File: config.mk
export PLATFORM = sky130hd
export DESIGN_NAME = serial_rx_status
export DESIGN_NICKNAME = d
export VERILOG_FILES = /design/src/rtl/serial_rx_pkg.sv /design/src/rtl/serial_rx_sampler.sv /design/src/rtl/serial_rx_classify.sv /design/src/rtl/serial_rx_fifo.sv /design/src/rtl/serial_rx_status.sv
export SDC_FILE = /design/constraint.sdc
export NUM_CORES = 1
export LEC_CHECK = 0
export BUFFER_PORTS_ARGS = -buffer_cell sky130_fd_sc_hd__buf_2
export CORE_MARGIN = 2
export CORE_UTILIZATION = 50
export CTS_CLUSTER_DIAMETER = 30
export DETAILED_ROUTE_END_ITERATION = 8
export PLACE_DENSITY = 0.67
export SLEW_MARGIN = 20
export SYNTH_ARGS = -nofsm -noshare
export SYNTH_HDL_FRONTEND = slang
export SYNTH_SLANG_ARGS = --single-unit
File: constraint.sdc
create_clock -name clk_i -period 2.98 [get_ports clk_i]
set_clock_uncertainty 0.1 [all_clocks]
set_input_delay 0.447 -clock clk_i [delete_from_list [all_inputs] [get_ports clk_i]]
set_output_delay 0.447 -clock clk_i [all_outputs]
set_load 0.05 [all_outputs]
File: src/rtl/serial_rx_pkg.sv
package serial_rx_pkg;
  localparam int ENTRY_W = 11;

  typedef struct packed {
    logic       frm_err;
    logic       brk;
    logic       par_err;
    logic [7:0] data;
  } rx_entry_t;

  typedef enum logic [1:0] {
    ST_IDLE,
    ST_START,
    ST_BITS,
    ST_WAIT_HI
  } rx_state_e;
endpackage

File: src/rtl/serial_rx_sampler.sv
module serial_rx_sampler import serial_rx_pkg::*; #(
  parameter int OSR = 16
) (
  input  logic       clk_i,
  input  logic       rst_ni,
  input  logic       tick_i,
  input  logic       rx_i,
  input  logic       mode8_i,
  input  logic       par_en_i,
  input  logic       par_odd_i,
  output logic       done_o,
  output logic [7:0] shift_o,
  output logic       pbit_o,
  output logic       stop_o,
  output logic       mode8_o,
  output logic       par_en_o,
  output logic       par_odd_o
);
  localparam int CW = $clog2(OSR);
  localparam logic [CW-1:0] MID  = CW'(OSR/2 - 1);
  localparam logic [CW-1:0] LAST = CW'(OSR - 1);

  rx_state_e     state_q;
  logic [CW-1:0] cnt_q;
  logic [3:0]    slot_q;
  logic [3:0]    ndata, stop_slot;

  always_comb begin
    ndata     = mode8_o ? 4'd8 : 4'd7;
    stop_slot = ndata + {3'b000, par_en_o};
  end

  always_ff @(posedge clk_i or negedge rst_ni) begin
    if (!rst_ni) begin
      state_q   <= ST_IDLE;
      cnt_q     <= '0;
      slot_q    <= '0;
      done_o    <= 1'b0;
      shift_o   <= '0;
      pbit_o    <= 1'b0;
      stop_o    <= 1'b1;
      mode8_o   <= 1'b1;
      par_en_o  <= 1'b0;
      par_odd_o <= 1'b0;
    end else begin
      done_o <= 1'b0;
      unique case (state_q)
        ST_IDLE: if (tick_i && !rx_i) begin
          state_q   <= ST_START;
          cnt_q     <= '0;
          slot_q    <= '0;
          shift_o   <= '0;
          mode8_o   <= mode8_i;
          par_en_o  <= par_en_i;
          par_odd_o <= par_odd_i;
        end
        ST_START: if (tick_i) begin
          if (cnt_q == MID) begin
            cnt_q   <= '0;
            state_q <= rx_i ? ST_IDLE : ST_BITS;
          end else begin
            cnt_q <= cnt_q + 1'b1;
          end
        end
        ST_BITS: if (tick_i) begin
          if (cnt_q == LAST) begin
            cnt_q  <= '0;
            slot_q <= slot_q + 1'b1;
            if (slot_q < ndata) begin
              shift_o <= {rx_i, shift_o[7:1]};
            end else if (slot_q == stop_slot) begin
              stop_o  <= rx_i;
              done_o  <= 1'b1;
              state_q <= rx_i ? ST_IDLE : ST_WAIT_HI;
            end else begin
              pbit_o <= rx_i;
            end
          end else begin
            cnt_q <= cnt_q + 1'b1;
          end
        end
        ST_WAIT_HI: if (rx_i) state_q <= ST_IDLE;
        default: state_q <= ST_IDLE;
      endcase
    end
  end
endmodule

File: src/rtl/serial_rx_classify.sv
module serial_rx_classify import serial_rx_pkg::*; (
  input  logic [7:0] shift_i,
  input  logic       mode8_i,
  input  logic       par_en_i,
  input  logic       par_odd_i,
  input  logic       pbit_i,
  input  logic       stop_i,
  output rx_entry_t  ent_o
);
  logic [7:0] data;
  logic       brk, ones_odd;

  always_comb begin
    // 7-bit frames leave the data in the upper seven bits of the shifter
    data     = mode8_i ? shift_i : {1'b0, shift_i[7:1]};
    brk      = !stop_i && (data == 8'h00);
    ones_odd = (^data) ^ pbit_i;
    ent_o.data    = data;
    ent_o.brk     = brk;
    ent_o.frm_err = !stop_i;
    ent_o.par_err = par_en_i && ((ones_odd ^ par_odd_i) || (brk && par_odd_i));
  end
endmodule

File: src/rtl/serial_rx_fifo.sv
module serial_rx_fifo #(
  parameter int W     = 11,
  parameter int DEPTH = 8
) (
  input  logic                     clk_i,
  input  logic                     rst_ni,
  input  logic                     push_i,
  input  logic [W-1:0]             din_i,
  input  logic                     pop_i,
  output logic [W-1:0]             dout_o,
  output logic                     empty_o,
  output logic                     full_o,
  output logic [$clog2(DEPTH):0]   cnt_o
);
  localparam int AW = $clog2(DEPTH);
  localparam int CW = AW + 1;

  logic [W-1:0]  mem_q [DEPTH];
  logic [AW-1:0] wp_q, rp_q;

  assign empty_o = (cnt_o == '0);
  assign full_o  = (cnt_o == CW'(DEPTH));
  assign dout_o  = mem_q[rp_q];

  always_ff @(posedge clk_i or negedge rst_ni) begin
    if (!rst_ni) begin
      wp_q  <= '0;
      rp_q  <= '0;
      cnt_o <= '0;
      for (int i = 0; i < DEPTH; i++) mem_q[i] <= '0;
    end else begin
      if (push_i) begin
        mem_q[wp_q] <= din_i;
        wp_q        <= wp_q + 1'b1;
      end
      if (pop_i) rp_q <= rp_q + 1'b1;
      cnt_o <= cnt_o + CW'(push_i) - CW'(pop_i);
    end
  end
endmodule

File: src/rtl/serial_rx_status.sv
module serial_rx_status import serial_rx_pkg::*; #(
  parameter int OSR        = 16,
  parameter int FIFO_DEPTH = 8
) (
  input  logic               clk_i,
  input  logic               rst_ni,
  input  logic               tick_i,
  input  logic               rx_i,
  input  logic               mode8_i,
  input  logic               par_en_i,
  input  logic               par_odd_i,
  input  logic               rd_i,
  output logic [ENTRY_W-1:0] rd_data_o,
  output logic               ready_o,
  output logic               overrun_o
);
  localparam int CW = $clog2(FIFO_DEPTH) + 1;

  logic [1:0]    sync_q;
  logic          frame_done, pbit, stop_b, mode8_l, par_en_l, par_odd_l;
  logic [7:0]    shift;
  rx_entry_t     ent;
  logic          fifo_empty, fifo_full, push, pop;
  logic [CW-1:0] fifo_cnt;

  always_ff @(posedge clk_i or negedge rst_ni) begin
    if (!rst_ni) sync_q <= 2'b11;
    else         sync_q <= {sync_q[0], rx_i};
  end

  serial_rx_sampler #(.OSR(OSR)) u_sampler (
    .clk_i, .rst_ni, .tick_i,
    .rx_i      (sync_q[1]),
    .mode8_i, .par_en_i, .par_odd_i,
    .done_o    (frame_done),
    .shift_o   (shift),
    .pbit_o    (pbit),
    .stop_o    (stop_b),
    .mode8_o   (mode8_l),
    .par_en_o  (par_en_l),
    .par_odd_o (par_odd_l)
  );

  serial_rx_classify u_classify (
    .shift_i   (shift),
    .mode8_i   (mode8_l),
    .par_en_i  (par_en_l),
    .par_odd_i (par_odd_l),
    .pbit_i    (pbit),
    .stop_i    (stop_b),
    .ent_o     (ent)
  );

  assign push = frame_done && !fifo_full;
  assign pop  = rd_i && !fifo_empty;

  serial_rx_fifo #(.W(ENTRY_W), .DEPTH(FIFO_DEPTH)) u_fifo (
    .clk_i, .rst_ni,
    .push_i  (push),
    .din_i   (ent),
    .pop_i   (pop),
    .dout_o  (rd_data_o),
    .empty_o (fifo_empty),
    .full_o  (fifo_full),
    .cnt_o   (fifo_cnt)
  );

  always_ff @(posedge clk_i or negedge rst_ni) begin
    if (!rst_ni)                      overrun_o <= 1'b0;
    else if (frame_done && fifo_full) overrun_o <= 1'b1;
  end

  assign ready_o = !fifo_empty;
endmodule

==> results of run 1 <==
-- state kept, by name, summed over array words and instances, names as in the netlist --
signal	flops
u_fifo.mem_q	88
u_sampler.shift_o	8
u_fifo.cnt_o	4
u_sampler.cnt_q	4
u_sampler.slot_q	4
u_fifo.rp_q	3
u_fifo.wp_q	3
sync_q	2
u_sampler.state_q	2
overrun_o	1
u_sampler.done_o	1
u_sampler.mode8_o	1
u_sampler.par_en_o	1
u_sampler.par_odd_o	1
u_sampler.pbit_o	1
u_sampler.stop_o	1
-- power by group --
group          internal (W)  total [W]  switching [W]
combinational      0.000432   0.000882       0.000450
sequential          0.00180    0.00198       0.000172
clock               0.00130    0.00199       0.000690
-- per-stage QoR --
step / setup slack, ns / power (W) / instance area, sq um
2_1_floorplan: 0.306 / 0.00261 / 5940
3_3_place_gp: 0.316 / 0.00287 / 6280
3_5_place_dp: 0.197 / 0.00290 / 6280
4_1_cts: 0.164 / 0.00491 / 6870
5_1_grt: 0.162 / 0.00509 / 6880
6_report: 0.222 / 0.00485 / 6880
-- metal layers --
| metal | global-route usage, % | part of all wire (%) | wire [um] |
|---|---|---|---|
| met1 | 27.8 | 46 | 5660 |
| met4 | 6.18 | 0.66 | 82 |
| met3 | 5.03 | 3.9 | 489 |
| met5 | 0 | 0 | 0 |
| met2 | 36.1 | 50 | 6160 |
-- placed cells by master, fill, tap and decap left out, types with 3 or more instances in the layout --
cell / count
buf_4: 20
o21ai_0: 94
xnor2_1: 5
xor2_1: 5
mux2i_1: 9
nand3_1: 8
mux4_2: 22
a22o_1: 13
dfstp_2: 4
dfrtp_1: 121
mux2_2: 19
ha_1: 23
clkinv_2: 4
clkbuf_8: 4
nor2_1: 8
a21oi_2: 4
nand2_1: 103
buf_2: 19
inv_1: 17
clkbuf_16: 17
nand4_1: 3
-- worst register-to-register path, cell delays in order, from the launching register on --
cell	delay, ns
dfstp_2	0.73
nand2_1	0.26
ha_1	0.34
xnor3_1	0.40
xnor2_1	0.19
nand3_1	0.10
o211ai_1	0.09
buf_4	0.18
o21ai_0	0.10
-- logic make-up after synthesis --
kind of cell | share of synthesized area, %
AOI/OAI and AO/OA | 13.3
xor gates and xnor gates | 1.85
adders and majority gates | 5.19
buffers and inverters | 2.89
DFF | 52.8
muxes | 13.9
and+or+nand+nor | 10.1
-- worst min-delay path by stage --
stage	end	slack (ns)	depth (start not counted)
2_1_floorplan	overrun_o$_DFFE_PN0P_	0.05	0
3_3_place_gp	sync_q[1]$_DFF_PN1_	0.25	0
3_5_place_dp	sync_q[1]$_DFF_PN1_	0.25	0
4_1_cts	sync_q[0]$_DFF_PN1_	0.03	1
5_1_grt	sync_q[0]$_DFF_PN1_	0.02	1
6_report	sync_q[0]$_DFF_PN1_	0.04	1
-- repair_timing --
| action | 4_1_cts | 5_1_grt |
|---|---|---|
| setup buffers | 0 | 1 |
| hold buffers | 1 | 0 |
| gates resized for setup | 0 | 0 |
| hold endpoints to repair | 46 | 0 |
| setup endpoints to repair | 0 | 2 |
-- layout make-up --
| cell class | count | share of cell area [%] |
|---|---|---|
| Tap cell | 143 | 2.60 |
| Sequential cell | 125 | 45.6 |
| Inverter | 17 | 0.928 |
| Timing Repair Buffer | 42 | 4.29 |
| Clock inverter | 7 | 1.27 |
| Clock buffer | 23 | 7.09 |
| Multi-Input combinational cell | 354 | 38.3 |
==> impl_metrics.ini, run 1 <==
[die]
die_h_um = 113
core_area_sq_um = 11500
start_util_pct = 51.5
ioPinCount = 21
std_cell_rows = 39
die_area_sq_um = 12800
chipWidth_um = 113

[drt]
antenna_left = 0
wl_per_cell_um = 17.4
routed_wl_um = 12400
via_count = 3988
drc = 1
dr.pass1.iters = 6
vias_per_cell = 5.61
drt_iter0_markers = 316

[layout]
regArea_sq_um = 3130
nets = 589
multi_input_area_sq_um = 2630
fin_cells = 711
final_core_util_pct = 59.7
synthToLayoutAreaGrowth_pct = 15.9
diodes = 0
drive_gt1_share_pct = 22.5
fill_cells = 936

[synth]
synth-seq-cells = 125
ys_types = 51
async_flop_share_pct = 100
synth_top_area_share_pct = 51.0
synth_edf_count = 0
ys.flop_type = dfrtp_1
avgSynthCellArea_sq_um = 11.3
synth_cells = 523
synth.area.top_cells = dfrtp_1 (51%), mux4_2 (8.3%), o21ai_0 (7.9%)
yosys.area.top_type = dfrtp_1
yosysWarnings = 0
synth_common_cells = dfrtp_1 (121), nand2_1 (103), o21ai_0 (94), ha_1 (23), mux4_2 (22)
ys_seq_area_share_pct = 52.8
synth_nets = 555
yosysMostFrequentCell = dfrtp_1
netlist_area_sq_um = 5940

[worst_setup_path]
regToRegEndpoint = u_fifo.mem_q[30]$_DFFE_PN0P_
cp-start-kind = register
cp_cell_sequence = buf_4 > mux4_2 > mux2_2 > buf_2
crit_family = flip-flops
ff2ff_path_depth = 8
endpoint_kind = output pin
worst-path-buf-inv = 2
cp.required_ns = 2.43
critPathMaxFanout = 12
max_stage_delay_ns = 0.71
timing.rr.start = u_sampler.mode8_o$_DFFE_PN1P_
cp-startpoint = u_fifo.rp_q[1]$_DFFE_PN0P_
setup.worst_path.class = reg2out
crit_arrival_ns = 2.21
crit_slowest_cell = dfrtp_1
ff2ff_setup_slack_ns = 0.36
crit_cells = 4
crit_path_end = rd_data_o[10]

[clock_network]
numClockSinks = 125
numCtsBuffers = 17
root_buffer = clkbuf_16
tritoncts = done
cts_buffer_depth = 2
htree_levels = 4
insertion_delay_ns = 0.41
cts.reportedPaths.clkPinSlew_ns = 0.05

[placement]
dp.final_hpwl_um = 8090
gp_routability_congestion = 0.725
port_buffers = 20
dp_cells = 679

[power_and_ir_drop]
power_leakage_nw = 3.15
powerDensity_nw_per_um2 = 705
vdd_drop_max_mv = 0.348

[global_route]
grt_pass1_wl_um = 21000
grt_pass1_vias = 4168
grt_max_degree = 55
grt_use_total_pct = 21.4
antenna_found_initial = 0
grt_overflow = 0

[status]
outcome = complete, but fails checks
failed_checks = design-rule violations

[sta]
tns_ns = 0
worst_hold_slack_ns = 0.0423
final_max_slew_viol_count = 0
fin_crit_sh_pct = 92.5
worst_pin_slew_ns = 0.719
rsz0062_at_grt = no
period_minus_slack_ns = 2.76
max_freq_ghz = 0.363
setup_viol = 0
timing.final.hold_violations = 0
max-slew-margin-rel_pct = 52.1

[min_path]
hold_class = in2reg
min_from = rx_i

[flow_run]
drv_cap = 0
No activity file was read; power rests on OpenSTA's default activity.
==> run 2: changes to the inputs <==
- CORE_MARGIN: 2 -> 5
==> impl_metrics.ini, run 2 (same netlist as run 1, synthesis figures left out) <==
[status]
outcome = completed

[die]
core_area_sq_um = 11500
die_area_sq_um = 14200
start_util_pct = 51.5
ioPinCount = 21
chipWidth_um = 119
std_cell_rows = 39
die_h_um = 119

[layout]
final_core_util_pct = 59.5
largest-register = u_fifo.mem_q
drive_gt1_share_pct = 22.3
synthToLayoutAreaGrowth_pct = 15.5
fill_cells = 942
nets = 589
largest_reg_flops = 88
reg_top3 = u_fifo.mem_q x88, u_sampler.shift_o x8
layout_common_cells = dfrtp_1 (121), nand2_1 (103), o21ai_0 (94)
diodes = 0
fin_area_sq_um = 6850
final_common_cell = dfrtp_1

[global_route]
antenna_found_initial = 0
grt_pass1_vias = 4125
grt_pass1_wl_um = 21100
grt_max_degree = 65
grt_overflow = 0
grt_use_total_pct = 18.9

[worst_setup_path]
worst-path-buf-inv = 2
regToRegEndpoint = u_fifo.mem_q[74]$_DFFE_PN0P_
setup.worst_path.class = reg2out
cp.required_ns = 2.43
endpoint_kind = output pin
ff2ff_path_depth = 8
crit_arrival_ns = 2.15
crit_slowest_cell = mux4_2
max_stage_delay_ns = 0.55
cp-start-kind = register
cp-startpoint = u_fifo.rp_q[0]$_DFFE_PN0P_
ff2ff_setup_slack_ns = 0.31
critPathMaxFanout = 16
cp_cell_sequence = buf_4 > mux4_2 > mux2_2 > buf_2
timing.rr.start = u_sampler.mode8_o$_DFFE_PN1P_
crit_family = multiplexers

[drt]
wl_per_cell_um = 17.5
dr.pass1.iters = 5
drc = 0
routed_wl_um = 12500
drt_iter0_markers = 316
via_count = 4073
vias_per_cell = 5.71
antenna_left = 0

[sta]
rsz0062_at_grt = no
timing.final.hold_violations = 0
setup_viol = 0
fin_crit_sh_pct = 90.5
worst_pin_slew_ns = 0.710
max_freq_ghz = 0.371
final_max_slew_viol_count = 0
postLayoutSetupSlackWorst_ns = 0.283
max-slew-margin-rel_pct = 52.7
tns_ns = 0
period_minus_slack_ns = 2.70
worst_hold_slack_ns = 0.0349

[power_and_ir_drop]
p_sw_w = 0.00132
powerDensity_nw_per_um2 = 701
p_comb_share_pct = 18.5
p_sw_share_pct = 27.5
cellInternalPower_w = 0.00348
pwr-share-seq_pct = 40.4
vdd_drop_max_mv = 0.446
power_leakage_nw = 3.13
clockPowerShare_pct = 41.0

[flow_run]
drv_cap = 0

[placement]
dp.final_hpwl_um = 8240
port_buffers = 20
placed_area_sq_um = 6270
gp_routability_congestion = 0.804
pre_cts_ws_ns = 0.216

[clock_network]
tritoncts = done
insertion_delay_ns = 0.41
cts.reportedPaths.clkPinSlew_ns = 0.05
numCtsBuffers = 17
htree_levels = 4
root_buffer = clkbuf_16
ctsResizeCount = 0
numClockSinks = 125
cts_buffer_depth = 2

[min_path]
min_from = rx_i
whs_path_depth = 1
hold_end = sync_q[0]$_DFF_PN1_
hold_class = in2reg
run 2: cell types whose count changed in the layout (fill, tap and decap cells not counted), sizes merged:
cell    delta
clkinv     +1
clkbuf     +1
run 2: final cells by class:
type                       count  area, sq um  share of cell area (%)
sequential                   125         3130                    45.7
clock inverter                 8         92.6                    1.35
inverter                      17         63.8                   0.931
tap                          143          179                    2.61
multi-input combinational    354         2630                    38.4
clock buffer                  24          472                    6.88
timing repair buffer          42          283                    4.13
run 2: per-stage QoR:
| stage | cells | power (W) |
|---|---|---|
| 6_report | 713 | 0.00481 |
| 5_1_grt | 713 | 0.00507 |
| 4_1_cts | 712 | 0.00486 |
| 3_5_place_dp | 679 | 0.00288 |
| 3_3_place_gp | 679 | 0.00284 |
| 2_1_floorplan | 523 | 0.00261 |
run 2: power by group through the flow:
stage / registers (W) / logic (W) / clock network (W)
2_1_floorplan: 0.00191 / 0.000697 / 0
3_3_place_gp: 0.00197 / 0.000874 / 0
3_5_place_dp: 0.00197 / 0.000909 / 0
4_1_cts: 0.00195 / 0.000911 / 0.00200
5_1_grt: 0.00196 / 0.00102 / 0.00209
6_report: 0.00194 / 0.000891 / 0.00197
run 2: metal layers:
layer	global-route usage (%)	up-vias	routed length (um)
met2	32.3	73	6440
met1	23.5	2058	5330
li1	-	1927	-
met4	5.94	0	131
met3	5.31	15	564
met5	0	-	0
run 2: worst max path at each step:
stage | to | cells past startpoint
final | rd_data_o[8] | 4
after global routing | u_fifo.mem_q[8]$_DFFE_PN0P_ | 8
after CTS | u_fifo.mem_q[74]$_DFFE_PN0P_ | 6
after detailed placement | u_fifo.mem_q[74]$_DFFE_PN0P_ | 6
after global placement | u_fifo.mem_q[85]$_DFFE_PN0P_ | 6
after floorplan | u_fifo.mem_q[19]$_DFFE_PN0P_ | 7
run 2: what timing repair did:
| action | 4_1_cts | 5_1_grt |
|---|---|---|
| hold buffers | 1 | 0 |
| buffers inserted | 0 | 1 |
| setup endpoints to repair | 0 | 6 |
| endpoints found under the hold margin | 31 | 0 |
==> run 3: changes to the inputs <==
- CELL_PAD_IN_SITES_DETAIL_PLACEMENT: unset -> 1
- CELL_PAD_IN_SITES_GLOBAL_PLACEMENT: unset -> 2
- CORE_UTILIZATION: 50 -> 42
- PLACE_DENSITY: 0.67 -> unset
- PLACE_DENSITY_LB_ADDON: unset -> 0.1
==> impl_metrics.ini, run 3 (same netlist as run 1, synthesis figures left out) <==
[status]
outcome = completed

[clock_network]
postCtsHoldBufs = 0
tritoncts = done
insertion_delay_ns = 0.41
numClockSinks = 125
root_buffer = clkbuf_16
htree_levels = 4
numCtsBuffers = 17
cts_buffer_depth = 2
cts_setup_buffers = 0
cts.reportedPaths.clkPinSlew_ns = 0.05
ctsResizeCount = 0

[layout]
layout_common_cells = dfrtp_1 (121), nand2_1 (103), o21ai_0 (94)
fill_cells = 1480
regArea_sq_um = 3130
multi_input_area_sq_um = 2630
final_common_cell = dfrtp_1
drive_gt1_share_pct = 22.7
fin_area_sq_um = 6900
nets = 588
reg_top3 = u_fifo.mem_q x88, u_sampler.shift_o x8
final_core_util_pct = 49.7
synthToLayoutAreaGrowth_pct = 16.3
diodes = 0
largest-register = u_fifo.mem_q
largest_reg_flops = 88

[die]
chipWidth_um = 129
core_area_sq_um = 13900
start_util_pct = 42.8
die_area_sq_um = 16600
ioPinCount = 21
die_h_um = 129
std_cell_rows = 43

[power_and_ir_drop]
clockPowerShare_pct = 40.7
p_sw_share_pct = 27.9
p_sw_w = 0.00135
cellInternalPower_w = 0.00350
powerDensity_nw_per_um2 = 703
pwr-share-seq_pct = 40.2
p_comb_share_pct = 19.1
vdd_drop_max_mv = 0.437
power_leakage_nw = 3.14

[drt]
top_layer = met4
wirelength_met1_um = 6520
wl_met2_um = 7040
drt_iter0_markers = 159
antenna_left = 0
dr.pass1.iters = 4
drc = 0
wl_met3_um = 332
wl_per_cell_um = 18.8
via_count = 4049
vias_per_cell = 5.41
routed_wl_um = 14100

[sta]
worst_pin_slew_ns = 0.772
max_freq_ghz = 0.374
fin_crit_sh_pct = 89.8
tns_ns = 0
postLayoutSetupSlackWorst_ns = 0.304
timing.final.hold_violations = 0
setup_viol = 0
max-slew-margin-rel_pct = 48.5
rsz0062_at_grt = no
period_minus_slack_ns = 2.68
final_max_slew_viol_count = 0

[worst_setup_path]
cp_cell_sequence = buf_4 > mux4_2 > mux2_2 > buf_2
setup.worst_path.class = reg2out
critPathMaxFanout = 14
regToRegEndpoint = u_fifo.mem_q[52]$_DFFE_PN0P_
cp.required_ns = 2.43
timing.rr.start = u_sampler.mode8_o$_DFFE_PN1P_
crit_arrival_ns = 2.13
ff2ff_path_depth = 8
ff2ff_setup_slack_ns = 0.41
cp-start-kind = register
crit_slowest_cell = mux4_2
max_stage_delay_ns = 0.55
endpoint_kind = output pin

[placement]
dp.final_hpwl_um = 9270
gp_routability_congestion = 0.770
port_buffers = 20
placed_area_sq_um = 6320
pre_cts_ws_ns = 0.180

[global_route]
grt_overflow = 0
grt_max_degree = 126
grt_pass1_vias = 4476
antenna_found_initial = 0
grt_use_total_pct = 18.9
grt_pass1_wl_um = 24000

[min_path]
hold_class = in2async

[flow_run]
drv_cap = 0
[run 3: layer usage]
metal,global-route usage [%],vias up
li1,-,1930
met1,24.7,2060
met2,31.2,43
met3,4.77,16
met4,5.93,0
met5,0,-
[run 3: how the worst max path moves through the flow]
stage	startpoint	to	slack [ns]	cells after the start
6_report	u_fifo.rp_q[0]$_DFFE_PN0P_	rd_data_o[4]	0.30	4
4_1_cts	u_sampler.mode8_o$_DFFE_PN1P_	u_fifo.mem_q[85]$_DFFE_PN0P_	0.19	6
3_3_place_gp	u_sampler.mode8_o$_DFFE_PN1P_	u_fifo.mem_q[85]$_DFFE_PN0P_	0.29	6
2_1_floorplan	u_sampler.mode8_o$_DFFE_PN1P_	u_fifo.mem_q[19]$_DFFE_PN0P_	0.31	7
5_1_grt	u_fifo.rp_q[0]$_DFFE_PN0P_	rd_data_o[4]	0.20	4
3_5_place_dp	u_sampler.mode8_o$_DFFE_PN1P_	u_fifo.mem_q[85]$_DFFE_PN0P_	0.18	6
[run 3: area by class of cell]
type,instances,share of cell area [%]
inverter,17,0.924
timing repair buffer,41,3.95
clock inverter,6,0.834
tap,180,3.26
clock buffer,26,7.52
multi-input combinational,354,38.1
sequential,125,45.4
[run 3: power groups by stage]
stage | clock (W) | combinational [W] | sequential [W]
global placement | 0 | 0.000915 | 0.00198
global route | 0.00212 | 0.00104 | 0.00197
detailed placement | 0 | 0.000955 | 0.00198
CTS | 0.00204 | 0.000958 | 0.00196
finish | 0.00198 | 0.000926 | 0.00195
floorplan | 0 | 0.000697 | 0.00191
[run 3: through the flow]
| step | total power [W] | hold WS, ns | cells |
|---|---|---|---|
| after floorplan | 0.00261 | 0.0514 | 523 |
| after global placement | 0.00289 | 0.252 | 716 |
| after detailed placement | 0.00294 | 0.251 | 716 |
| after CTS | 0.00495 | 0.0104 | 748 |
| after global routing | 0.00513 | 0.00762 | 749 |
| final | 0.00485 | 0.0135 | 749 |
[run 3: critical path: cells and delay by family (launching register included)]
family | cells | cell delay [ns]
buffers and inverters | 2 | 0.51
muxes | 2 | 0.85
DFF | 1 | 0.34
